**config.mk**
```make
export PLATFORM = sky130hd
export DESIGN_NAME = baud_clk_gen
export DESIGN_NICKNAME = d
export VERILOG_FILES = /design/src/rtl/baud_pkg.sv /design/src/rtl/baud_rate_lut.sv /design/src/rtl/baud_sq_counter.sv /design/src/rtl/baud_clk_gen.sv
export SDC_FILE = /design/constraint.sdc
export NUM_CORES = 1
export LEC_CHECK = 0
export BUFFER_PORTS_ARGS = -buffer_cell sky130_fd_sc_hd__buf_2
export CAP_MARGIN = 20
export CORE_MARGIN = 4
export CORE_UTILIZATION = 42
export CTS_CLUSTER_DIAMETER = 120
export DETAILED_ROUTE_END_ITERATION = 8
export PLACE_DENSITY = 0.71
export REMOVE_ABC_BUFFERS = 1
export SLEW_MARGIN = 20
export SYNTH_ARGS = -nofsm -noshare
export SYNTH_HDL_FRONTEND = slang
export SYNTH_SLANG_ARGS = --single-unit
```
**constraint.sdc**
```tcl
create_clock -name clk -period 2.3 [get_ports clk]
set_input_delay 0.46 -clock clk [delete_from_list [all_inputs] [get_ports clk]]
set_output_delay 0.46 -clock clk [all_outputs]
set_load 0.02 [all_outputs]
```
**src/rtl/baud_pkg.sv**
```systemverilog
// Shared constants for the baud clock generator.
// Assumes a 2457.6 kHz reference and eight selectable rates.
package baud_pkg;
    localparam int DEF_CNT_W     = 11;
    localparam int DEF_SEL_W     = 3;
    localparam int DEF_RESET_SEL = 6;

    // Divisor per select value, entry 0 at the right (110 baud) up to entry 7.
    localparam logic [7:0][10:0] DEFAULT_DIVS = {
        11'd16, 11'd16, 11'd32, 11'd64, 11'd128, 11'd256, 11'd512, 11'd1396
    };
endpackage

```
**src/rtl/baud_rate_lut.sv**
```systemverilog
// Maps a rate select to a divisor through a parameter table.
// Assumes every table entry is at least 2.
module baud_rate_lut #(
    parameter int CNT_W = baud_pkg::DEF_CNT_W,
    parameter int SEL_W = baud_pkg::DEF_SEL_W,
    parameter logic [2**SEL_W-1:0][CNT_W-1:0] TABLE = baud_pkg::DEFAULT_DIVS
) (
    input  logic [SEL_W-1:0] sel_i,
    output logic [CNT_W-1:0] div_o
);
    // Purpose: pure table lookup, no state.
    always_comb begin
        div_o = TABLE[sel_i];
    end
endmodule

```
**src/rtl/baud_sq_counter.sv**
```systemverilog
// Square-wave rate generator. It counts the high phase as ceil(N/2) and the
// low phase as floor(N/2) reference cycles. A new divisor is latched only
// where the low phase ends, so every period runs to completion.
// Assumes the divisor presented on next_div_i is at least 2.
module baud_sq_counter #(
    parameter int CNT_W = baud_pkg::DEF_CNT_W
) (
    input  logic             clk,
    input  logic             rst_n,
    input  logic [CNT_W-1:0] next_div_i,
    input  logic [CNT_W-1:0] reset_div_i,
    output logic             sq_o
);
    logic [CNT_W-1:0] div_q;
    logic [CNT_W-1:0] cnt_q;
    logic             out_q;
    logic             phase_end;
    logic             armed_q;

    function automatic logic [CNT_W-1:0] half_up(input logic [CNT_W-1:0] n);
        return (n >> 1) + {{(CNT_W-1){1'b0}}, n[0]};
    endfunction

    function automatic logic [CNT_W-1:0] half_down(input logic [CNT_W-1:0] n);
        return n >> 1;
    endfunction

    // Purpose: flag the last cycle of the current phase.
    always_comb begin
        phase_end = (cnt_q == {{(CNT_W-1){1'b0}}, 1'b1});
    end

    // Purpose: phase counter, output level and divisor hold register.
    always_ff @(posedge clk) begin
        if (!rst_n) begin
            div_q <= reset_div_i;
            cnt_q <= half_up(reset_div_i);
            out_q <= 1'b1;
        end else if (phase_end) begin
            if (out_q) begin
                out_q <= 1'b0;
                cnt_q <= half_down(div_q);
            end else begin
                out_q <= 1'b1;
                div_q <= next_div_i;
                cnt_q <= half_up(next_div_i);
            end
        end else begin
            cnt_q <= cnt_q - 1'b1;
        end
    end

    // Purpose: mark that one non-reset cycle has passed, for $past checks.
    always_ff @(posedge clk) begin
        armed_q <= rst_n;
    end

    assign sq_o = out_q;

    // reset forces the output high on the following cycle.
    p_reset_high_r1: assert property (@(posedge clk) !rst_n |=> out_q);

    // the held divisor changes only where a new period starts.
    p_div_hold_r5: assert property (@(posedge clk) disable iff (!rst_n || !armed_q)
        !$stable(div_q) |-> $rose(out_q));

    // the output moves only when the phase count was exhausted.
    p_toggle_at_end_r3: assert property (@(posedge clk) disable iff (!rst_n || !armed_q)
        (out_q != $past(out_q)) |-> ($past(cnt_q) == {{(CNT_W-1){1'b0}}, 1'b1}));

    // the remaining count never exceeds the longer (high) half.
    p_cnt_bound_r4: assert property (@(posedge clk) disable iff (!rst_n)
        (cnt_q != '0) && (cnt_q <= half_up(div_q)));

    // a divisor below 2 would empty the low phase.
    p_min_div_r6: assert property (@(posedge clk) disable iff (!rst_n)
        div_q >= 2);
endmodule

```
**src/rtl/baud_clk_gen.sv**
```systemverilog
// Top of the baud clock generator: table lookup feeding the square-wave
// counter. Assumes clk is the 2457.6 kHz reference and rate_sel is
// synchronous to it.
module baud_clk_gen #(
    parameter int CNT_W     = baud_pkg::DEF_CNT_W,
    parameter int SEL_W     = baud_pkg::DEF_SEL_W,
    parameter int RESET_SEL = baud_pkg::DEF_RESET_SEL,
    parameter logic [2**SEL_W-1:0][CNT_W-1:0] DIV_TABLE = baud_pkg::DEFAULT_DIVS
) (
    input  logic             clk,
    input  logic             rst_n,
    input  logic [SEL_W-1:0] rate_sel,
    output logic             baud_x16_o
);
    localparam logic [CNT_W-1:0] RESET_DIV = DIV_TABLE[RESET_SEL];

    logic [CNT_W-1:0] sel_div;

    baud_rate_lut #(
        .CNT_W (CNT_W),
        .SEL_W (SEL_W),
        .TABLE (DIV_TABLE)
    ) u_lut (
        .sel_i (rate_sel),
        .div_o (sel_div)
    );

    baud_sq_counter #(
        .CNT_W (CNT_W)
    ) u_counter (
        .clk         (clk),
        .rst_n       (rst_n),
        .next_div_i  (sel_div),
        .reset_div_i (RESET_DIV),
        .sq_o        (baud_x16_o)
    );
endmodule

```
### After elaboration in Yosys (flattened, before gate mapping)

Memories as Yosys holds them, arrays and structs flattened.
Index checks and enable logic that the tools add are counted.

* flip-flop bits (word level): 23
* ROM bits: 88
* input bits: 5
* output and inout port bits: 1
* memories kept: 1

* $add $sub $neg: 2
* magnitude comparators: 1
* eq/ne operators: 1
* muxes and demuxes: 4
* bitwise logic cells: 1
* reductions and logical operators: 1

Memories
* (no name shown): depth 8, bits a word 11, read ports 1, clocked after memory_dff 0, write ports 0, line baud_rate_lut.sv:13 `div_o = TABLE[sel_i];`

Operators with widths (number)
* $mux 11: 3
* $add 10x1->11: 1
* $eq 11x1->1 const B: 1
* $sub 11x1->11 const B: 1
* $lt 3x4->1 const B: 1
* $reduce_and 2->1: 1
* $mux 1: 1
* $not 1->1: 1

### Longest topological paths before layout

* word-level depth: 5
* mapped depth: 7

### Hierarchy

A second synthesis with hierarchy kept.

* cell total of the unflattened synthesis: 199
* area total of the unflattened synthesis: 1757.9 um2

By module, submodules not included
* baud_sq_counter: times used 1, cells each 183, area each 1664.1 um2, sequential area each 540.5 um2
* baud_rate_lut: times used 1, cells each 14, area each 86.3 um2, sequential area each 0.0 um2
* baud_clk_gen: times used 1, cells each 2, area each 7.5 um2, sequential area each 0.0 um2

### Worst setup path before layout

OpenSTA, ideal clock, no wires.

* kind: register to register
* from: reg u_counter.cnt_q[0]
* to: reg u_counter.cnt_q[8]
* arrival: 1.994 ns
* data required time: 2.226 ns
* slack: 0.231 ns
* stages on the path, launching flop included: 6
* path buffers: 0
* path through: dfxtp_1 > ha_1 > or4b_4 > or3_4 > or4_4 > a31oi_1

* cells in the longest elaborated chain, start to end: 2
* elaborated cells between the ends (all ways): 3
* those cells by class: add/sub (1); eq/ne (1); mux (1)

RTL lines
* start, declared: line baud_sq_counter.sv:15 `logic [CNT_W-1:0] cnt_q;`
* start signal, assigned: line baud_sq_counter.sv:37 `cnt_q <= half_up(reset_div_i);`
* start signal, assigned: line baud_sq_counter.sv:42 `cnt_q <= half_down(div_q);`
* start signal, assigned: line baud_sq_counter.sv:46 `cnt_q <= half_up(next_div_i);`
* $sub 11x1->11 / $eq 11x1->1 (equally long branches): line baud_sq_counter.sv:49, baud_sq_counter.sv:30
* $mux 11 *: line baud_sq_counter.sv:39 `end else if (phase_end) begin`

Mark *: on every way between the ends. The rest lies on a longest branch, timed or not.
A chain may end at the register's enable or synchronous reset.

### Worst setup path in the final report

Same ends and word-level chain as after synthesis.

==> flow_summary.ini <==
[outcome]
status = finished clean

[clocking]
clockBufferDepth = 2
clk_latency_ns = 0.30
cts_tree = yes
hold_buffers = 0
cts_inserted_buffers = 3
cts_resized = 0
h-tree-depth = 1
cts_sinks = 19
root_buffer = clkbuf_4
clk_pin_slew_ns = 0.11
post_cts_buffers = 0

[global_routing]
overflow = 0
track_usage = 0.1296
grt_start_max_net_pins = 21
antenna_found_initial = 0
grt_pass1_vias = 771
grt_pass1_wl_um = 3367

[drt]
num_vias = 863
first_pass_iters = 5
via_per_inst = 5.604
drtIter0Drc = 13
drtAntennaViolNets = 0
post_drt_wl_per_cell_um = 12.47
wirelength_um = 1920
drc = 0

[floorplanning]
rows = 17
top_level_ports = 6
initial_core_util = 0.4459
die-area_sq_mm = 0.003214
core_sq_mm = 0.002233
die_h_um = 56.70
die_w_um = 56.70

[logic_synthesis]
ys_types = 36
synth_top_cell_area_share = 0.3819
synth-seq-cells = 19
synth_most_common_cell = dfxtp_1
yosys-top-cells-count = 19 x dfxtp_1, 12 x nand2_1, 12 x o21ai_0
synthTopCellsByArea = dfxtp_1 38%, o21ai_0 6.0%, nand2_1 4.5%
ys.flop_type = dfxtp_1
avgSynthCellArea_sq_um = 8.231
synth_enable_flop_cells = 0
syn_area_sq_um = 996.0
syn_inst = 121
yosysWarnings = 0
synth_top_cell_by_area = dfxtp_1
async_flop_share = 0
ys_seq_area_frac = 0.3819

[final_layout]
syn2layout_area_growth_pct = 7.915
layout-drive-gt1-share = 0.1667
diodes = 0
nNetsFinal = 134
stdcell_count = 154
multi_input_area_sq_um = 570.5
fillerInstances = 219
fin_area_sq_mm = 0.001075
regArea_sq_um = 380.4

[sta]
whs_ns = 0.4649
fmax_mhz = 466.2
finalSetupViolCount = 0
finalCriticalPeriod_ns = 2.145
slew_headroom = 0.6280
hold_viol = 0
rsz0062_at_grt = no
report.final.slew_viol_count = 0
finClkSkew_ns = 0.003860
tns_ns = 0
worst_pin_slew_ns = 0.5572
period_share = 0.9326

[setup_path]
r2r_cells = 5
path_max_fanout = 5
critPathTopFamily = simple AND/OR/NAND/NOR gates
crit_buf_inv = 0
crit_chain = ha_1 -> or4b_4 -> or3_4 -> or4_4 -> a31oi_1
cp.required_ns = 2.54
timing.rr.start = u_counter.cnt_q[0]
crit_start = u_counter.cnt_q[0]
cpMaxStageDelayCell = or4b_4
start_kind = register
max_stage_delay_ns = 0.49
reg2reg_to = u_counter.cnt_q[8]
regToRegSetupSlack_ns = 0.16
cp.arrival_ns = 2.39
crit_type = register to register
cp-end-kind = register

[run]
max-cap-violations = 0

[min_path]
holdPathEnd = u_counter.div_q[6]
whs_path_depth = 2
hold_path_class = register to register
min_from = u_counter.div_q[6]

[placement]
place.port_buffers = 5
placed_area_sq_mm = 0.001049
gp_congestion = 0.9347
post-place-cells = 150
hpwl_um = 1388

[pwr]
power.leakage_nw = 0.3965
peakVddDrop_mv = 0.4706
power_uw = 999.4
p_per_area_mw_per_mm2 = 929.8
worst max path at each step:
stage	end	slack [ns]	cells after the start
2_1_floorplan	u_counter.cnt_q[8]	0.18	5
3_3_place_gp	u_counter.cnt_q[8]	0.21	5
3_5_place_dp	u_counter.cnt_q[8]	0.18	5
4_1_cts	u_counter.cnt_q[8]	0.15	5
5_1_grt	u_counter.cnt_q[8]	0.05	5
6_report	u_counter.cnt_q[8]	0.16	5
area by class of cell:
| cell class | count | area share |
|---|---|---|
| inverters | 6 | 0.02095 |
| repair buffers | 7 | 0.03725 |
| well taps | 28 | 0.03260 |
| clock buffers | 4 | 0.02445 |
| flip-flops and latches | 19 | 0.3539 |
| multi-input cells | 90 | 0.5309 |
logic make-up after synthesis:
| logic type | count (synthesis) | share of synthesized area |
|---|---|---|
| xor+xnor | 6 | 0.05276 |
| buf+inv | 12 | 0.04522 |
| compound gates | 28 | 0.1696 |
| mux | 2 | 0.02136 |
| flops | 19 | 0.3819 |
| simple gates | 52 | 0.3040 |
| fa+ha+maj | 2 | 0.02512 |
flip-flops by register name, indices dropped and copies added (netlist names):
| name | count |
|---|---|
| u_counter.cnt_q | 11 |
| u_counter.div_q | 7 |
| u_counter.sq_o | 1 |
metrics by stage:
stage,worst slack (ns),utilization
2_1_floorplan,0.1778,-
3_3_place_gp,0.2144,0.4695
3_5_place_dp,0.1801,0.4695
4_1_cts,0.1541,0.4812
5_1_grt,0.05333,0.4812
6_report,0.1550,0.4812
cell usage in the layout, fill, tap and decap left out, drive strengths merged, types with 3 or more instances in the layout:
cell    count
a21oi       5
a31oi       3
buf         7
clkbuf      4
dfxtp      19
inv         6
nand2      12
nand2b      3
nor2        8
nor3        6
o21ai      12
or2         3
or3         4
or4         5
xnor2       5
metal layers:
metal	wire, um	track usage
met1	913	0.1757
met3	95	0.01609
met4	59	0.07458
met2	852	0.1947
met5	0	0
where the power goes:
part / switching, mW / leakage (nW) / internal (mW) / total [mW]
combinational: 0.182 / 0.227 / 0.169 / 0.350
sequential: 0.0802 / 0.155 / 0.396 / 0.477
clock: 0.105 / 0.0150 / 0.0678 / 0.173
total: 0.367 / 0.396 / 0.633 / 0.999
tightest hold or removal path: cells and delay by family (launching register included):
family          cells  cell delay (ns)
flops               1             0.32
compound gates      1             0.06
simple gates        1             0.05
No activity file was read; power rests on OpenSTA's default activity.
